File: src/rtl/busrel_pkg.sv
package busrel_pkg;

   typedef enum logic [1:0] {
      BR_OWN = 2'd0,   // bus driven by this chip
      BR_LENT = 2'd1,  // bus handed to outside master
      BR_BACK = 2'd2   // acknowledge withdrawn, pads still floating
   } br_state_e;

   typedef struct packed {
      logic back_en;
      logic lend_en;
   } br_cfg_t;

   localparam int BR_CFG_W = $bits(br_cfg_t);

endpackage

File: src/rtl/busrel_sync.sv
module busrel_sync #(
   parameter int   STAGES    = 2,
   parameter logic RESET_VAL = 1'b1
) (
   input  logic clk,
   input  logic rst_n,
   input  logic d,
   output logic q
);

   if (STAGES < 2) begin : g_bad_depth
      $error("busrel_sync needs at least two stages");
   end

   logic [STAGES-1:0] chain;

   for (genvar i = 0; i < STAGES; i++) begin : g_stage
      if (i == 0) begin : g_first
         always_ff @(posedge clk or negedge rst_n) begin
            if (!rst_n) chain[0] <= RESET_VAL;
            else        chain[0] <= d;
         end
      end else begin : g_next
         always_ff @(posedge clk or negedge rst_n) begin
            if (!rst_n) chain[i] <= RESET_VAL;
            else        chain[i] <= chain[i-1];
         end
      end
   end

   assign q = chain[STAGES-1];

endmodule

File: src/rtl/busrel_fsm.sv
module busrel_fsm
   import busrel_pkg::*;
(
   input  logic      clk,
   input  logic      rst_n,
   input  logic      req_seen,
   input  logic      allow,
   input  logic      cycle_busy,
   output br_state_e state,
   output logic      lend_go,
   output logic      ack_n,
   output logic      oe
);

   br_state_e nxt;

   assign lend_go = (state == BR_OWN) && allow && req_seen && !cycle_busy;

   always_comb begin
      nxt = state;
      unique case (state)
         BR_OWN:  if (lend_go)   nxt = BR_LENT;
         BR_LENT: if (!req_seen) nxt = BR_BACK;
         BR_BACK: nxt = BR_OWN;
         default: nxt = BR_OWN;
      endcase
   end

   always_ff @(posedge clk or negedge rst_n) begin
      if (!rst_n) state <= BR_OWN;
      else        state <= nxt;
   end

   assign ack_n = (state != BR_LENT);
   assign oe    = (state == BR_OWN);

   // acknowledge only falls after a cycle with no bus cycle running
   a_r4_ack_at_boundary: assert property (@(posedge clk) disable iff (!rst_n)
      $fell(ack_n) |-> !$past(cycle_busy));

   // no lend without permission
   a_r2_lend_needs_allow: assert property (@(posedge clk) disable iff (!rst_n)
      (state == BR_OWN && !allow) |=> (state != BR_LENT));

   // pads return only one clock after acknowledge rose
   a_r8_oe_after_ack: assert property (@(posedge clk) disable iff (!rst_n)
      $rose(oe) |-> ($past(ack_n) && $past(state) == BR_BACK));

endmodule

File: src/rtl/busrel_arb.sv
module busrel_arb
   import busrel_pkg::*;
(
   input  logic      clk,
   input  logic      rst_n,
   input  br_state_e state,
   input  logic      lend_go,
   input  logic      back_en,
   input  logic      im_req,
   input  logic      im_ext,
   output logic      im_grant,
   output logic      im_stall,
   output logic      req_back_n
);

   logic ext_ok;
   logic ext_pending;

   assign ext_ok      = (state == BR_OWN) && !lend_go;
   assign ext_pending = im_req && im_ext;
   assign im_grant    = im_req && (!im_ext || ext_ok);
   assign im_stall    = ext_pending && !ext_ok;
   assign req_back_n  = !(ext_pending && back_en && (state == BR_LENT));

   // internal-only accesses always pass
   a_r5_internal_passes: assert property (@(posedge clk) disable iff (!rst_n)
      (im_req && !im_ext) |-> (im_grant && !im_stall));

   // no external grant unless bus is owned
   a_r6_no_ext_grant_lent: assert property (@(posedge clk) disable iff (!rst_n)
      (state != BR_OWN) |-> !(im_grant && im_ext));

   // request-back line silent when disabled
   a_r7_back_gated: assert property (@(posedge clk) disable iff (!rst_n)
      !back_en |-> req_back_n);

endmodule

File: src/rtl/busrel_ctrl.sv
module busrel_ctrl
   import busrel_pkg::*;
#(
   parameter int SYNC_STAGES = 2
) (
   input  logic       clk,
   input  logic       rst_n,
   input  logic       exp_mode,
   input  logic       cfg_wr,
   input  logic [1:0] cfg_wdata,
   input  logic       ext_req_n,
   output logic       ext_ack_n,
   output logic       req_back_n,
   output logic       bus_oe,
   input  logic       cycle_busy,
   input  logic       im_req,
   input  logic       im_ext,
   output logic       im_grant,
   output logic       im_stall
);

   if (BR_CFG_W != 2) begin : g_bad_cfg
      $error("configuration word width mismatch");
   end

   br_cfg_t   cfg_q;
   br_state_e state;
   logic      req_n_sync;
   logic      lend_go;

   always_ff @(posedge clk or negedge rst_n) begin
      if (!rst_n)      cfg_q <= '0;
      else if (cfg_wr) cfg_q <= br_cfg_t'(cfg_wdata);
   end

   busrel_sync #(.STAGES(SYNC_STAGES), .RESET_VAL(1'b1)) u_sync (
      .clk   (clk),
      .rst_n (rst_n),
      .d     (ext_req_n),
      .q     (req_n_sync)
   );

   busrel_fsm u_fsm (
      .clk        (clk),
      .rst_n      (rst_n),
      .req_seen   (!req_n_sync),
      .allow      (exp_mode && cfg_q.lend_en),
      .cycle_busy (cycle_busy),
      .state      (state),
      .lend_go    (lend_go),
      .ack_n      (ext_ack_n),
      .oe         (bus_oe)
   );

   busrel_arb u_arb (
      .clk        (clk),
      .rst_n      (rst_n),
      .state      (state),
      .lend_go    (lend_go),
      .back_en    (cfg_q.back_en),
      .im_req     (im_req),
      .im_ext     (im_ext),
      .im_grant   (im_grant),
      .im_stall   (im_stall),
      .req_back_n (req_back_n)
   );

   // acknowledged bus never has pads driven
   a_r3_ack_implies_hiz: assert property (@(posedge clk) disable iff (!rst_n)
      !ext_ack_n |-> !bus_oe);

   // request-back only while bus is lent
   a_r7_back_only_lent: assert property (@(posedge clk) disable iff (!rst_n)
      !req_back_n |-> !ext_ack_n);

endmodule

File: config.mk
export PLATFORM = sky130hd
export DESIGN_NAME = busrel_ctrl
export DESIGN_NICKNAME = d
export VERILOG_FILES = /design/src/rtl/busrel_pkg.sv /design/src/rtl/busrel_sync.sv /design/src/rtl/busrel_fsm.sv /design/src/rtl/busrel_arb.sv /design/src/rtl/busrel_ctrl.sv
export SDC_FILE = /design/constraint.sdc
export NUM_CORES = 1
export LEC_CHECK = 0
export BUFFER_PORTS_ARGS = -buffer_cell sky130_fd_sc_hd__buf_4
export CAP_MARGIN = 25
export CORE_AREA = 5 5 42 44
export CTS_BUF_LIST = sky130_fd_sc_hd__clkbuf_8
export DETAILED_ROUTE_END_ITERATION = 6
export DIE_AREA = 0 0 47 49
export GPL_TIMING_DRIVEN = 1
export SETUP_SLACK_MARGIN = 0.02
export SKIP_LAST_GASP = 1
export SLEW_MARGIN = 10
export SYNTH_ARGS = -nofsm -noshare
export SYNTH_HDL_FRONTEND = slang
export SYNTH_SLANG_ARGS = --single-unit
File: constraint.sdc
create_clock -name clk -period 1.1 [get_ports clk]
set_clock_uncertainty 0.05 [all_clocks]
set_input_delay 0.11 -clock clk [delete_from_list [all_inputs] [get_ports clk]]
set_output_delay 0.11 -clock clk [all_outputs]
set_load 0.01 [all_outputs]
==> impl_metrics.ini <==
[sta]
final.period_utilization_pct = 115
relSlewSlack_pct = 86.7
max_freq_ghz = 0.787
final_hold_viol_count = 0
setup_viol = 5
fin_ws_ns = -0.170
rsz0062_at_grt = yes
fin_setup_tns_ns = -0.449
drv_slew = 0
worstMarginPinSlew_ns = 0.199
fin_crit_ns = 1.27

[synthesis]
synthCells = 22
synth_area_um2 = 259
avgSynthCellArea_um2 = 11.8
netlist.area_leader.share_pct = 38.6
synth_commonest_cells = 4 x dfrtp_1, 3 x inv_1, 2 x dfstp_2, 2 x mux2_2
synthDistinctLibCells = 15
yosys_most_used_dff = dfrtp_1
yosysTopAreaCell = dfrtp_1
syn_nets = 32
ys_ff_latch = 6
synth-edff-count = 0
async_flop_share_pct = 100
yosysSeqAreaShare_pct = 58.9
yosys-top-cells-area = dfrtp_1 39%, dfstp_2 20%, mux2_2 8.7%
synth_warnings = 0
yosysMostFrequentCell = dfrtp_1

[finish]
drive_gt1_share_pct = 65.9
utilization_pct = 35.0
n_fill_cell = 151
antenna_cells = 0
area_growth_pct = 89.4
design_area_um2 = 490
nNetsFinal = 56

[clock_network]
tritoncts = built
path_clk_slew_ns = 0.03
cts_buffer_depth = 2
cts-root-buf = clkbuf_8
clk_latency_ns = 0.22
cts.sinks = 6
cts_buffers = 3
htree_levels = 1

[route]
drtPass1Iterations = 4
wl_per_cell_um = 10.4
drc = 0
ant_nets = 0
drt_iter0_drc = 6
wirelength_um = 621
vias = 267
via_per_inst = 4.45

[critical_path]
crit_slowest_cell = dfrtp_1
critical_path_class = reg -> out
critical_path.top_delay_family = flip-flops
cp_max_fo = 4
crit_path_cell_trace = o21ai_0 > o311a_1 > buf_4
critPathCaptureType = output port
worstPathArrival_ns = 1.11
startpoint_type = flop
worstPathRequired_ns = 0.94
slowest_delay_ns = 0.43
cp_num_buf_inv = 1

[die]
die_area_um2 = 2300
rows = 14
initial_utilization_pct = 18.5
fp.coreArea_um2 = 1400
fp.dieH_um = 49
die_x_um = 47
io-pin-count = 15

[pwr]
p_leak_uw = 0.000222
p_per_area_nw_per_um2 = 1380
peakVddDrop_mv = 0.718

[grt]
first_global_vias = 250
antenna_found_initial = 0
grt_overflow_total = 0
grt_start_max_net_pins = 7
track_usage_pct = 6.80
grt_pass1_wl_um = 979

[hold_path]
worstHoldPathType = in -> reg

[outcome]
run_status = complete, but fails checks
violations = setup timing

[place]
placed_area_um2 = 384
io_buffers = 14
gp_congestion = 0.767
dp_hpwl_um = 466

[run]
drv_cap = 0
[where the power goes]
| group | internal (µW) | switching [µW] | total (µW) |
|---|---|---|---|
| Combinational | 67.5 | 37.5 | 105 |
| Clock | 234 | 85.5 | 320 |
| Sequential | 240 | 11.3 | 251 |
| Total | 542 | 134 | 676 |
[area by class of cell]
class | count | area (µm²) | area share, %
sequential | 6 | 153 | 31.1
timing repair buffer | 19 | 151 | 30.9
multi-input combinational | 13 | 114 | 23.2
clock buffer | 3 | 41.3 | 8.42
tap | 16 | 20.0 | 4.08
inverter | 3 | 11.3 | 2.30
[per-stage QoR]
step	instances	power (µW)	hold WS, ns	setup slack, ns
floorplan	22	281	-0.236	0.188
global placement	52	334	-0.131	0.0310
detailed placement	52	335	-0.130	0.0347
CTS	60	685	0.0691	-0.163
global route	60	718	0.0639	-0.226
finish	60	676	0.0759	-0.170
[kinds of logic after synthesis]
| kind of cell | share of synthesized area, % |
|---|---|
| and+or+nand+nor | 17.4 |
| DFF | 58.9 |
| AOI/OAI and AO/OA | 10.6 |
| buffers and inverters | 4.35 |
| muxes | 8.70 |
[worst paths after layout]
kind	from	to	slack (ns)	cells after the start
worst max-delay path	u_fsm.state[1]	im_grant	-0.17	3
max in group asynchronous	rst_n	u_sync.chain[0]	0.62	2
worst max register to register	cfg_q[0]	cfg_q[0]	0.18	2
min in group asynchronous	rst_n	u_fsm.state[0]	0.18	2
worst min-delay path	cfg_wdata[0]	cfg_q[0]	0.08	2
worst min register to register	u_sync.chain[0]	u_sync.q	0.30	0
[worst register-to-register path, delay by kind of cell, from the launching register on]
| kind | cells | cell delay [ns] |
|---|---|---|
| buffers and inverters | 1 | 0.14 |
| muxes | 1 | 0.25 |
| DFF | 1 | 0.37 |
[cells in the final DEF, fill, tap and decap left out, types with 2 or more instances in the layout]
| cell type | n |
|---|---|
| dlygate4sd3_1 | 2 |
| dfrtp_1 | 4 |
| dfstp_2 | 2 |
| mux2_2 | 2 |
| clkbuf_8 | 3 |
| inv_1 | 2 |
| buf_4 | 16 |
[timing repair]
item / 4_1_cts / 5_1_grt
pin swaps: 2 / 2
setup endpoints to repair: 4 / 6
gates resized for setup: 2 / 5
hold buffers: 2 / 0
buffers inserted: 3 / 0
hold endpoints to repair: 7 / 0
[flip-flops by register name (all words and copies together), names as in the netlist]
signal        count
cfg_q             2
u_fsm.state       2
u_sync.chain      1
u_sync.q          1
[metal layers]
metal	track usage (%)	vias to the layer above	wire [µm]
met3	5.90	4	103
met4	6.91	0	27
li1	-	122	-
met5	0	-	0
met2	7.69	18	272
met1	6.95	123	217
Note: power is estimated with default switching activity, not from simulation.
